===== src/rtl/ppi_pkg.sv =====
package ppi_pkg;
  localparam int PORT_W = 8;

  localparam logic [1:0] ADDR_A   = 2'd0;
  localparam logic [1:0] ADDR_B   = 2'd1;
  localparam logic [1:0] ADDR_C   = 2'd2;
  localparam logic [1:0] ADDR_CTL = 2'd3;

  // port C handshake positions
  localparam int PC_INTR_B = 0;
  localparam int PC_FLAG_B = 1;
  localparam int PC_HS_B   = 2;
  localparam int PC_INTR_A = 3;
  localparam int PC_STB_A  = 4;
  localparam int PC_IBF_A  = 5;
  localparam int PC_ACK_A  = 6;
  localparam int PC_OBF_A  = 7;

  typedef enum logic [1:0] {
    GM_SIMPLE   = 2'd0,
    GM_STROBED  = 2'd1,
    GM_BIDIR    = 2'd2
  } gmode_e;

  typedef struct packed {
    gmode_e mode_a;
    logic   a_in;
    logic   cu_in;
    logic   mode_b;
    logic   b_in;
    logic   cl_in;
  } cfg_t;

  localparam cfg_t CFG_RESET = '{mode_a: GM_SIMPLE, a_in: 1'b1, cu_in: 1'b1,
                                 mode_b: 1'b0, b_in: 1'b1, cl_in: 1'b1};

  function automatic cfg_t decode_cfg(input logic [7:0] w);
    cfg_t c;
    c.mode_a = w[6] ? GM_BIDIR : (w[5] ? GM_STROBED : GM_SIMPLE);
    c.a_in   = w[4];
    c.cu_in  = w[3];
    c.mode_b = w[2];
    c.b_in   = w[1];
    c.cl_in  = w[0];
    return c;
  endfunction
endpackage


===== src/rtl/ppi_in_hs.sv =====
module ppi_in_hs #(
  parameter int W = 8
) (
  input  logic         clk,
  input  logic         rst_n,
  input  logic         en,
  input  logic         clr,
  input  logic         stb_n,
  input  logic         inte,
  input  logic [W-1:0] din,
  input  logic         host_rd,
  output logic         ibf,
  output logic         intr,
  output logic [W-1:0] dq
);
  logic stb_q;
  logic fall, rise;

  assign fall = stb_q & ~stb_n;
  assign rise = ~stb_q & stb_n;

  always_ff @(posedge clk or negedge rst_n) begin
    if (!rst_n) begin
      stb_q <= 1'b1;
      ibf   <= 1'b0;
      intr  <= 1'b0;
      dq    <= '0;
    end else begin
      stb_q <= stb_n;
      if (clr) begin
        ibf  <= 1'b0;
        intr <= 1'b0;
      end else if (en) begin
        if (fall && !ibf) begin
          dq  <= din;
          ibf <= 1'b1;
        end else if (host_rd) begin
          ibf <= 1'b0;
        end
        if (host_rd) intr <= 1'b0;
        else if (rise && inte && ibf) intr <= 1'b1;
      end
    end
  end

  // a host read empties the buffer and drops the interrupt
  a_r7_read_clears: assert property (@(posedge clk) disable iff (!rst_n)
    en && !clr && host_rd && !fall |=> !ibf && !intr);

  // a full buffer refuses new strobes and keeps its byte
  a_r8_full_holds: assert property (@(posedge clk) disable iff (!rst_n)
    en && !clr && ibf && !host_rd |=> ibf && $stable(dq));

  // the interrupt only rises with the enable and a full buffer
  a_r7_intr_gated: assert property (@(posedge clk) disable iff (!rst_n)
    $rose(intr) |-> $past(inte && ibf));
endmodule


===== src/rtl/ppi_out_hs.sv =====
module ppi_out_hs (
  input  logic clk,
  input  logic rst_n,
  input  logic en,
  input  logic clr,
  input  logic ack_n,
  input  logic inte,
  input  logic host_wr,
  output logic obf_n,
  output logic intr
);
  logic ack_q;
  logic fall, rise;

  assign fall = ack_q & ~ack_n;
  assign rise = ~ack_q & ack_n;

  always_ff @(posedge clk or negedge rst_n) begin
    if (!rst_n) begin
      ack_q <= 1'b1;
      obf_n <= 1'b1;
      intr  <= 1'b0;
    end else begin
      ack_q <= ack_n;
      if (clr) begin
        obf_n <= 1'b1;
        intr  <= 1'b0;
      end else if (en) begin
        if (host_wr) begin
          obf_n <= 1'b0;
          intr  <= 1'b0;
        end else begin
          if (fall) obf_n <= 1'b1;
          if (rise && inte) intr <= 1'b1;
        end
      end
    end
  end

  // a host write marks the buffer full and clears the interrupt
  a_r9_write_fills: assert property (@(posedge clk) disable iff (!rst_n)
    en && !clr && host_wr |=> !obf_n && !intr);

  // a falling acknowledge empties the buffer
  a_r9_ack_empties: assert property (@(posedge clk) disable iff (!rst_n)
    en && !clr && !host_wr && ack_q && !ack_n |=> obf_n);
endmodule


===== src/rtl/ppi_top.sv =====
module ppi_top
  import ppi_pkg::*;
(
  input  logic              clk,
  input  logic              rst_n,
  input  logic              bus_cs,
  input  logic              bus_rd,
  input  logic              bus_wr,
  input  logic [1:0]        bus_addr,
  input  logic [7:0]        bus_wdata,
  output logic [7:0]        bus_rdata,
  input  logic [PORT_W-1:0] pa_in,
  output logic [PORT_W-1:0] pa_out,
  output logic [PORT_W-1:0] pa_oe,
  input  logic [PORT_W-1:0] pb_in,
  output logic [PORT_W-1:0] pb_out,
  output logic [PORT_W-1:0] pb_oe,
  input  logic [PORT_W-1:0] pc_in,
  output logic [PORT_W-1:0] pc_out,
  output logic [PORT_W-1:0] pc_oe
);
  localparam int NGRP = 2;

  cfg_t              cfg;
  logic [PORT_W-1:0] pa_lat, pb_lat, pc_lat;

  logic wr_hit, rd_hit, mode_wr, bsr_wr;
  assign wr_hit  = bus_cs & bus_wr;
  assign rd_hit  = bus_cs & bus_rd;
  assign mode_wr = wr_hit && bus_addr == ADDR_CTL && bus_wdata[7];
  assign bsr_wr  = wr_hit && bus_addr == ADDR_CTL && !bus_wdata[7];

  logic a_strobed, a_bidir;
  assign a_strobed = cfg.mode_a == GM_STROBED;
  assign a_bidir   = cfg.mode_a == GM_BIDIR;

  always_ff @(posedge clk or negedge rst_n) begin
    if (!rst_n) begin
      cfg    <= CFG_RESET;
      pa_lat <= '0;
      pb_lat <= '0;
      pc_lat <= '0;
    end else if (mode_wr) begin
      cfg    <= decode_cfg(bus_wdata);
      pa_lat <= '0;
      pb_lat <= '0;
      pc_lat <= '0;
    end else if (bsr_wr) begin
      pc_lat[bus_wdata[3:1]] <= bus_wdata[0];
    end else if (wr_hit) begin
      case (bus_addr)
        ADDR_A:  pa_lat <= bus_wdata;
        ADDR_B:  pb_lat <= bus_wdata;
        ADDR_C:  pc_lat <= bus_wdata;
        default: ;
      endcase
    end
  end

  // handshake channels, one input and one output unit per group
  logic [PORT_W-1:0] grp_din [NGRP];
  logic [PORT_W-1:0] grp_dq  [NGRP];
  logic [NGRP-1:0]   in_en, out_en, p_rd, p_wr;
  logic [NGRP-1:0]   ibf, in_intr, obf_n, out_intr;

  assign grp_din[0] = pa_in;
  assign grp_din[1] = pb_in;
  assign in_en[0]   = (a_strobed && cfg.a_in) || a_bidir;
  assign out_en[0]  = (a_strobed && !cfg.a_in) || a_bidir;
  assign in_en[1]   = cfg.mode_b && cfg.b_in;
  assign out_en[1]  = cfg.mode_b && !cfg.b_in;
  assign p_rd[0]    = rd_hit && bus_addr == ADDR_A;
  assign p_rd[1]    = rd_hit && bus_addr == ADDR_B;
  assign p_wr[0]    = wr_hit && bus_addr == ADDR_A;
  assign p_wr[1]    = wr_hit && bus_addr == ADDR_B;

  for (genvar g = 0; g < NGRP; g++) begin : g_grp
    localparam int STB_POS = (g == 0) ? PC_STB_A : PC_HS_B;
    localparam int ACK_POS = (g == 0) ? PC_ACK_A : PC_HS_B;

    ppi_in_hs #(.W(PORT_W)) u_in (
      .clk(clk), .rst_n(rst_n), .en(in_en[g]), .clr(mode_wr),
      .stb_n(pc_in[STB_POS]), .inte(pc_lat[STB_POS]), .din(grp_din[g]),
      .host_rd(p_rd[g]), .ibf(ibf[g]), .intr(in_intr[g]), .dq(grp_dq[g])
    );

    ppi_out_hs u_out (
      .clk(clk), .rst_n(rst_n), .en(out_en[g]), .clr(mode_wr),
      .ack_n(pc_in[ACK_POS]), .inte(pc_lat[ACK_POS]), .host_wr(p_wr[g]),
      .obf_n(obf_n[g]), .intr(out_intr[g])
    );
  end

  // port C composition: driven handshakes, handshake inputs, general pins
  logic [PORT_W-1:0] hs_out, hs_in, stat, dir_in, pc_rd;

  always_comb begin
    hs_out = '0;
    hs_in  = '0;
    stat   = '0;
    if (a_strobed || a_bidir) begin
      hs_out[PC_INTR_A] = 1'b1;
      stat[PC_INTR_A]   = in_intr[0] | out_intr[0];
      if (in_en[0]) begin
        hs_in[PC_STB_A]  = 1'b1;
        hs_out[PC_IBF_A] = 1'b1;
        stat[PC_IBF_A]   = ibf[0];
      end
      if (out_en[0]) begin
        hs_in[PC_ACK_A]  = 1'b1;
        hs_out[PC_OBF_A] = 1'b1;
        stat[PC_OBF_A]   = obf_n[0];
      end
    end
    if (cfg.mode_b) begin
      hs_out[PC_INTR_B] = 1'b1;
      stat[PC_INTR_B]   = in_intr[1] | out_intr[1];
      hs_in[PC_HS_B]    = 1'b1;
      hs_out[PC_FLAG_B] = 1'b1;
      stat[PC_FLAG_B]   = cfg.b_in ? ibf[1] : obf_n[1];
    end
  end

  assign dir_in = {{4{cfg.cu_in}}, {4{cfg.cl_in}}};
  assign pc_oe  = hs_out | (~hs_in & ~dir_in);
  assign pc_out = (hs_out & stat) | (~hs_out & pc_lat);
  assign pc_rd  = (hs_out & stat)
                | (~hs_out & (((hs_in | ~dir_in) & pc_lat) | (~hs_in & dir_in & pc_in)));

  assign pa_out = pa_lat;
  assign pa_oe  = a_bidir ? {PORT_W{~pc_in[PC_ACK_A]}} : {PORT_W{~cfg.a_in}};
  assign pb_out = pb_lat;
  assign pb_oe  = {PORT_W{~cfg.b_in}};

  always_comb begin
    bus_rdata = '0;
    if (rd_hit) begin
      case (bus_addr)
        ADDR_A:  bus_rdata = in_en[0] ? grp_dq[0]
                           : ((!a_strobed && !a_bidir && cfg.a_in) ? pa_in : pa_lat);
        ADDR_B:  bus_rdata = in_en[1] ? grp_dq[1]
                           : ((!cfg.mode_b && cfg.b_in) ? pb_in : pb_lat);
        ADDR_C:  bus_rdata = pc_rd;
        default: bus_rdata = '0;
      endcase
    end
  end

  // a mode definition leaves both port latches at zero
  a_r3_mode_clears: assert property (@(posedge clk) disable iff (!rst_n)
    mode_wr |=> pa_out == '0 && pb_out == '0);

  // a single-bit operation touches at most one port C latch bit
  a_r5_single_bit: assert property (@(posedge clk) disable iff (!rst_n)
    bsr_wr |=> $countones(pc_lat ^ $past(pc_lat)) <= 1);
endmodule


===== config.mk =====
export PLATFORM = sky130hd
export DESIGN_NAME = ppi_top
export DESIGN_NICKNAME = d
export VERILOG_FILES = /design/src/rtl/ppi_pkg.sv /design/src/rtl/ppi_in_hs.sv /design/src/rtl/ppi_out_hs.sv /design/src/rtl/ppi_top.sv
export SDC_FILE = /design/constraint.sdc
export NUM_CORES = 1
export LEC_CHECK = 0
export ABC_CLOCK_PERIOD_IN_PS = 4700
export BUFFER_PORTS_ARGS = -buffer_cell sky130_fd_sc_hd__buf_4
export CORE_MARGIN = 2
export CORE_UTILIZATION = 45
export CTS_BUF_LIST = sky130_fd_sc_hd__clkbuf_4
export DETAILED_ROUTE_END_ITERATION = 6
export PLACE_DENSITY_LB_ADDON = 0.1
export SLEW_MARGIN = 20
export SYNTH_ARGS = -nofsm -noshare
export SYNTH_HDL_FRONTEND = slang
export SYNTH_SLANG_ARGS = --single-unit

===== constraint.sdc =====
create_clock -name clk -period 4.7 [get_ports clk]
set_input_delay 0.94 -clock clk [delete_from_list [all_inputs] [get_ports clk]]
set_output_delay 0.94 -clock clk [all_outputs]
set_load 0.02 [all_outputs]

==> impl_metrics.sql, run 1 <==
INSERT INTO impl_metrics (metric_group, metric, value, unit) VALUES
('layout', 'layout-area-overhead-vs-synth', '19.93', '%'),
('synth', 'postSynth.asyncResetShare', '100.0', '%'),
('synth', 'synth_seq_area_share', '41.09', '%'),
('routing', 'average_wire_per_cell_in_the_routed_design', '18.73', 'um'),
('hold_path', 'holdCritPathClass', 'flop to flop', ''),
('synth', 'synth-edff-count', '0', ''),
('global_route', 'grt_max_degree', '59', ''),
('place', 'dpl.hpwl', '7.854', 'mm'),
('global_route', 'grt.total_usage', '25.26', '%'),
('floorplan', 'starting_density', '46.31', '%'),
('synth', 'combinational_family_with_the_most_area_after_synthesis', 'compound AO/OA/AOI/OAI gates', ''),
('worst_setup_path', 'ff2ff_path_depth', '3', ''),
('layout', 'nNetsFinal', '506', ''),
('synth', 'synthesis.area_per_instance', '8.789', 'sq um'),
('global_route', 'grt_pass1_wl', '16.80', 'mm'),
('place', 'place_congestion', '0.9138', ''),
('floorplan', 'rows', '32', ''),
('routing', 'initialDrtViolationCount', '283', ''),
('worst_setup_path', 'cpMaxStageDelayCell', 'sky130_fd_sc_hd__a2111oi_0', ''),
('synth', 'flops_latches_synth', '58', ''),
('timing', 'report.final.hold_viol_count', '0', ''),
('clocking', 'tritoncts_num_sinks', '58', ''),
('clocking', 'cts_inserted_buffers', '9', ''),
('worst_setup_path', 'crit_family', 'compound AO/OA/AOI/OAI gates', ''),
('timing', 'final.setup_skew', '0.01319', 'ns'),
('global_route', 'vias_in_the_first_global_route', '3115', ''),
('clocking', 'clk_latency_worst_skew_pair', '0.42', 'ns'),
('timing', 'final_cycle_utilization_of_the_critical_path', '86.87', '%'),
('routing', 'route.detailed.drc', '0', ''),
('global_route', 'grt-ovfl-total', '0', ''),
('worst_setup_path', 'path_class', 'flop to output pin', ''),
('worst_setup_path', 'timing.critical_path.required', '3.76', 'ns'),
('synth', 'post_synth_instance_area', '0.003560', 'sq mm'),
('run_status', 'outcome', 'completed', ''),
('worst_setup_path', 'critical_path.reg2reg.startpoint', 'cfg[2]$_DFFE_PN0P_', ''),
('synth', 'most_instantiated_library_cell_after_synthesis', 'sky130_fd_sc_hd__nand2_1', ''),
('timing', 'tightest_slew', '0.8627', 'ns'),
('routing', 'routedLengthMet1', '5.009', 'mm'),
('power_and_ir_drop', 'total_power', '2.045', 'mW'),
('floorplan', 'die_area', '0.008638', 'sq mm'),
('worst_setup_path', 'r2r_setup_slack', '2.63', 'ns'),
('synth', 'synth_simple_gate_area_share', '18.52', '%'),
('clocking', 'ctsResizeCount', '0', ''),
('layout', 'antennaDiodeCount', '0', ''),
('place', 'placed_cells', '556', ''),
('timing', 'final_setup_tns', '0', 'ns'),
('floorplan', 'fp.dieH', '92.94', 'um'),
('routing', 'top_signal_layer_used', 'met4', ''),
('layout', 'drive_above_1_share', '32.13', '%'),
('synth', 'synth-xor-area-share', '0', '%'),
('routing', 'dr.pass1.iters', '4', ''),
('floorplan', 'core-area', '0.007687', 'sq mm'),
('power_and_ir_drop', 'cellPowerDensity', '479.0', 'mW/mm^2'),
('synth', 'postSynth.topFlopCell', 'sky130_fd_sc_hd__dfrtp_1', ''),
('routing', 'met3_length', '816', 'um'),
('run', 'maximum_capacitance_violations', '0', ''),
('timing', 'maxSlewViolCount', '0', ''),
('layout', 'finish.utilization', '55.53', '%'),
('timing', 'finalSetupViolCount', '0', ''),
('synth', 'netlist.area_leader.share', '34.45', '%'),
('synth', 'synthesis.instances', '405', ''),
('clocking', 'tritoncts', 'built', ''),
('power_and_ir_drop', 'leakagePower', '1.912', 'nW'),
('clocking', 'cts-hold-fix-buffers', '0', ''),
('timing', 'unrepaired_setup_endpoints_after_global_routing', 'no', ''),
('hold_path', 'worst_hold_path_ep', 'g_grp[0].u_in.dq[6]$_DFFE_PN0P_', ''),
('hold_path', 'min_from', 'g_grp[0].u_in.dq[6]$_DFFE_PN0P_', ''),
('hold_path', 'timing.hold.worst_path_depth', '1', ''),
('timing', 'max_freq', '244.9', 'MHz'),
('worst_setup_path', 'cp.arrival', '3.14', 'ns'),
('synth', 'net_count_after_synthesis', '446', '');
where the power goes:
| group | total [mW] | switching [mW] | internal, mW |
|---|---|---|---|
| clock | 0.367 | 0.206 | 0.161 |
| combinational | 0.857 | 0.470 | 0.387 |
| sequential | 0.822 | 0.164 | 0.658 |
flip-flops by register name, indices dropped and copies added (netlist names):
| name | count |
|---|---|
| pc_lat | 8 |
| g_grp.u_in.intr | 2 |
| cfg | 7 |
| g_grp.u_out.obf_n | 2 |
| g_grp.u_out.ack_q | 2 |
| g_grp.u_in.stb_q | 1 |
| pb_out | 8 |
| g_grp.u_out.intr | 2 |
| pa_out | 8 |
| g_grp.u_in.dq | 16 |
| g_grp.u_in.ibf | 2 |
cell type report:
| class | instances | area (sq um) |
|---|---|---|
| clock buffers | 9 | 67.56 |
| clock inverters | 7 | 70.07 |
| fillers | 737 | 3418 |
| inverters | 17 | 63.81 |
| multi-input cells | 285 | 1772 |
| flip-flops and latches | 58 | 1463 |
| well taps | 102 | 127.6 |
| repair buffers | 94 | 705.7 |
layer usage:
| layer | vias up | global-route usage, % |
|---|---|---|
| li1 | 1552 | - |
| met1 | 1606 | 37.59 |
| met2 | 151 | 36.78 |
| met3 | 17 | 5.126 |
| met4 | 0 | 8.088 |
| met5 | - | 0 |
worst reg2reg max path, stage by stage, from the launching register on:
cell	delay [ns]
sky130_fd_sc_hd__dfrtp_1	0.86
sky130_fd_sc_hd__nand4_1	0.26
sky130_fd_sc_hd__nor3_4	0.45
sky130_fd_sc_hd__mux2_2	0.39
layout by cell type (no fill, tap or decap), types with 3 or more instances in the layout:
cell type / netlist / final
sky130_fd_sc_hd__buf_4: 18 / 94
sky130_fd_sc_hd__nand2_1: 57 / 57
sky130_fd_sc_hd__dfrtp_1: 49 / 49
sky130_fd_sc_hd__a21oi_1: 35 / 35
sky130_fd_sc_hd__nor2_1: 29 / 29
sky130_fd_sc_hd__o21ai_0: 26 / 26
sky130_fd_sc_hd__mux2_2: 21 / 21
sky130_fd_sc_hd__inv_1: 17 / 17
sky130_fd_sc_hd__nand3_1: 13 / 13
sky130_fd_sc_hd__mux2i_1: 13 / 13
sky130_fd_sc_hd__nor3_1: 10 / 10
sky130_fd_sc_hd__dfstp_2: 9 / 9
sky130_fd_sc_hd__clkbuf_4: 0 / 9
sky130_fd_sc_hd__nand2b_1: 8 / 8
sky130_fd_sc_hd__a31oi_1: 6 / 6
sky130_fd_sc_hd__a211oi_1: 6 / 6
sky130_fd_sc_hd__a21o_1: 4 / 4
sky130_fd_sc_hd__a221oi_1: 4 / 4
sky130_fd_sc_hd__a311o_1: 4 / 4
sky130_fd_sc_hd__nor2b_1: 3 / 3
sky130_fd_sc_hd__clkinv_2: 0 / 3
worst max path at each step:
stage / from / depth (start not counted) / slack [ns] / end
final: cfg[5]$_DFFE_PN0P_ / 7 / 0.62 / bus_rdata[3]
after global routing: cfg[5]$_DFFE_PN0P_ / 7 / 0.51 / bus_rdata[3]
after CTS: cfg[5]$_DFFE_PN0P_ / 7 / 0.87 / bus_rdata[3]
after detailed placement: bus_addr[1] / 6 / 1.28 / bus_rdata[3]
after global placement: bus_addr[1] / 6 / 1.45 / bus_rdata[3]
after floorplan: bus_addr[1] / 5 / 1.56 / bus_rdata[3]
through the flow:
step / area, sq um / hold slack (ns)
6_report: 4269 / 0.5198
5_1_grt: 4269 / 0.5509
4_1_cts: 4269 / 0.5226
3_5_place_dp: 4131 / 0.4969
3_3_place_gp: 4131 / 0.4812
2_1_floorplan: 3560 / 0.4701
cell families after synthesis:
logic type | count (synthesis)
AO/OA/AOI/OAI | 111
multiplexers | 34
flip-flops | 58
buffers and inverters | 62
adder cells (fa/ha/maj) | 2
AND/OR/NAND/NOR | 138
(Power assumes the default switching activity.)
==> run 2, diff against run 1 <==
ABC_CLOCK_PERIOD_IN_PS = 4800   (was 4700)
clock period = 4.8 ns   (was 4.7 ns; I/O delays follow)
==> run 2 against run 1 <==
Compared with the run above: flip-flop and latch count unchanged; sequential power fell by 2.4%; clock-buffer cell count up 3; combinational power decreased by 2.3%; final cell count is the same; clock skew is 0.0018 ns lower; sequential share of layout area rose by 0.23 points; largest cell class unchanged; die area unchanged.
==> impl_metrics.sql, run 2 (synthesis results as in run 1) <==
INSERT INTO impl_metrics (metric_group, metric, value, unit) VALUES
('layout', 'fill_cell_total_of_the_finished_layout', '775', ''),
('power_and_ir_drop', 'total_power', '1.942', 'mW'),
('clocking', 'ctsResizeCount', '0', ''),
('floorplan', 'die_width', '92.94', 'um'),
('clocking', 'tritoncts', 'built', ''),
('clocking', 'cts_post_setup_buffers_inserted', '0', ''),
('clocking', 'clk_latency_worst_skew_pair', '0.40', 'ns'),
('global_route', 'initial_antenna_violation_count', '0', ''),
('layout', 'drive_above_1_share', '31.91', '%'),
('timing', 'tightest_slew', '0.8318', 'ns'),
('place', 'preCtsSetupSlack', '1.456', 'ns'),
('global_route', 'grt_pass1_wl', '16.98', 'mm'),
('layout', 'layout-area-overhead-vs-synth', '19.12', '%'),
('routing', 'initialDrtViolationCount', '304', ''),
('floorplan', 'starting_density', '46.31', '%'),
('routing', 'via_count', '3299', ''),
('floorplan', 'fp.dieH', '92.94', 'um'),
('place', 'dpl.hpwl', '7.727', 'mm'),
('worst_setup_path', 'r2r_setup_slack', '2.72', 'ns'),
('clocking', 'cts-root-buf', 'sky130_fd_sc_hd__clkbuf_4', ''),
('floorplan', 'core-area', '0.007687', 'sq mm'),
('place', 'place_congestion', '0.8749', ''),
('floorplan', 'die_area', '0.008638', 'sq mm'),
('clocking', 'cts_inserted_buffers', '9', ''),
('worst_setup_path', 'crit_path_max_fanout', '23', ''),
('timing', 'worst_hold_slack', '0.5157', 'ns'),
('worst_setup_path', 'critical_path.reg2reg.startpoint', 'cfg[2]$_DFFE_PN0P_', ''),
('worst_setup_path', 'critical_path.max_stage_delay', '0.68', 'ns'),
('global_route', 'grt_max_degree', '59', ''),
('timing', 'report.final.hold_viol_count', '0', ''),
('worst_setup_path', 'startpoint', 'cfg[5]$_DFFE_PN0P_', ''),
('timing', 'slew-limit-headroom', '44.12', '%'),
('power_and_ir_drop', 'irDropWorstVdd', '170.5', 'uV'),
('worst_setup_path', 'timing.critical_path.required', '3.84', 'ns'),
('worst_setup_path', 'path_class', 'flop to output pin', ''),
('timing', 'final_setup_tns', '0', 'ns'),
('global_route', 'grt.total_usage', '25.39', '%'),
('floorplan', 'rows', '32', ''),
('layout', 'largest_register_ff_count', '16', ''),
('run_status', 'outcome', 'completed', ''),
('timing', 'final_cycle_utilization_of_the_critical_path', '78.72', '%'),
('timing', 'max_freq', '264.7', 'MHz'),
('clocking', 'htreeDepth', '3', ''),
('timing', 'unrepaired_setup_endpoints_after_global_routing', 'no', ''),
('hold_path', 'holdCritPathClass', 'flop to flop', ''),
('timing', 'maxSlewViolCount', '0', ''),
('worst_setup_path', 'ff2ff_path_depth', '3', ''),
('routing', 'route.detailed.drc', '0', ''),
('worst_setup_path', 'cpMaxStageDelayCell', 'sky130_fd_sc_hd__ha_1', ''),
('clocking', 'cts-hold-fix-buffers', '0', ''),
('routing', 'dr.pass1.iters', '5', ''),
('routing', 'route.detailed.vias_per_inst', '5.767', ''),
('routing', 'average_wire_per_cell_in_the_routed_design', '18.43', 'um'),
('clocking', 'cts_buffer_depth', '2', ''),
('layout', 'registers.top_by_ff_count', 'g_grp.u_in.dq', ''),
('worst_setup_path', 'rr_endpoint', 'g_grp[1].u_in.dq[6]$_DFFE_PN0P_', ''),
('global_route', 'vias_in_the_first_global_route', '3213', ''),
('global_route', 'grt-ovfl-total', '0', ''),
('worst_setup_path', 'cp_cell_sequence', 'inv_1 -> ha_1 -> nor3_1 -> a2111oi_0 -> a21oi_1 -> a211oi_1 -> buf_4', ''),
('timing', 'post-route-min-period', '3.779', 'ns'),
('worst_setup_path', 'end_kind', 'output pin', ''),
('worst_setup_path', 'endpoint', 'bus_rdata[3]', ''),
('floorplan', 'io_pins', '95', ''),
('timing', 'setup_slack', '1.021', 'ns'),
('routing', 'final_antenna_net_count', '0', ''),
('power_and_ir_drop', 'cellPowerDensity', '457.9', 'mW/mm^2'),
('layout', 'nNetsFinal', '506', ''),
('layout', 'finish.utilization', '55.16', '%'),
('place', 'port-buffer-count', '94', ''),
('layout', 'final_cell_mix', '94 x sky130_fd_sc_hd__buf_4, 57 x sky130_fd_sc_hd__nand2_1, 49 x sky130_fd_sc_hd__dfrtp_1', ''),
('layout', 'final_common_cell', 'sky130_fd_sc_hd__buf_4', ''),
('clocking', 'tritoncts_num_sinks', '58', ''),
('worst_setup_path', 'cp.arrival', '2.82', 'ns'),
('worst_setup_path', 'startpoint_type', 'flop', ''),
('layout', 'antennaDiodeCount', '0', ''),
('routing', 'wirelength', '10.54', 'mm'),
('run', 'maximum_capacitance_violations', '0', ''),
('clocking', 'clk_transition_reported_paths', '0.09', 'ns'),
('timing', 'final.setup_skew', '0.01140', 'ns'),
('timing', 'finalSetupViolCount', '0', ''),
('power_and_ir_drop', 'leakagePower', '1.904', 'nW');
[run 2: worst min path at each step]
stage                                      end                       startpoint  slack (ns)  cells after the start
5_1_grt        g_grp[1].u_in.dq[5]$_DFFE_PN0P_  g_grp[1].u_in.dq[5]$_DFFE_PN0P_        0.54                      1
3_3_place_gp   g_grp[1].u_in.dq[0]$_DFFE_PN0P_  g_grp[1].u_in.dq[0]$_DFFE_PN0P_        0.49                      1
2_1_floorplan  g_grp[0].u_in.dq[6]$_DFFE_PN0P_  g_grp[0].u_in.dq[6]$_DFFE_PN0P_        0.47                      1
6_report       g_grp[1].u_in.dq[5]$_DFFE_PN0P_  g_grp[1].u_in.dq[5]$_DFFE_PN0P_        0.52                      1
3_5_place_dp   g_grp[1].u_in.dq[3]$_DFFE_PN0P_  g_grp[1].u_in.dq[3]$_DFFE_PN0P_        0.50                      1
4_1_cts        g_grp[1].u_in.dq[5]$_DFFE_PN0P_  g_grp[1].u_in.dq[5]$_DFFE_PN0P_        0.52                      1
[run 2: metal layers]
metal | track usage, % | wire length (um) | vias up
met2 | 37.44 | 4795 | 123
li1 | - | - | 1547
met5 | 0 | 0 | -
met3 | 4.150 | 743 | 12
met1 | 37.79 | 4867 | 1617
met4 | 8.578 | 136 | 0
[run 2: report_power, final]
part	total (mW)	switching (mW)	internal, mW
Clock	0.303	0.182	0.120
Combinational	0.837	0.458	0.379
Sequential	0.802	0.157	0.645
Total	1.94	0.798	1.14
[run 2: stage by stage]
step | area, sq um | cells
after floorplan | 3560 | 405
after global placement | 4131 | 556
after detailed placement | 4131 | 556
after CTS | 4240 | 572
after global routing | 4240 | 572
final | 4240 | 572
[run 2: worst max-delay path, delay by kind of cell, from the launching register on]
family,cells,cell delay (ns)
buffers and inverters,2,0.26
and+or+nand+nor,1,0.16
DFF,1,0.36
adders and majority gates,1,0.68
AOI/OAI and AO/OA,3,0.96
[run 2: area by class of cell]
cell class,instances,area [sq um],share of cell area [%]
Clock buffer,12,90.09,2.125
Clock inverter,4,18.77,0.4426
Inverter,17,63.81,1.505
Multi-Input combinational cell,285,1772,41.78
Sequential cell,58,1463,34.49
Tap cell,102,127.6,3.010
Timing Repair Buffer,94,705.7,16.64
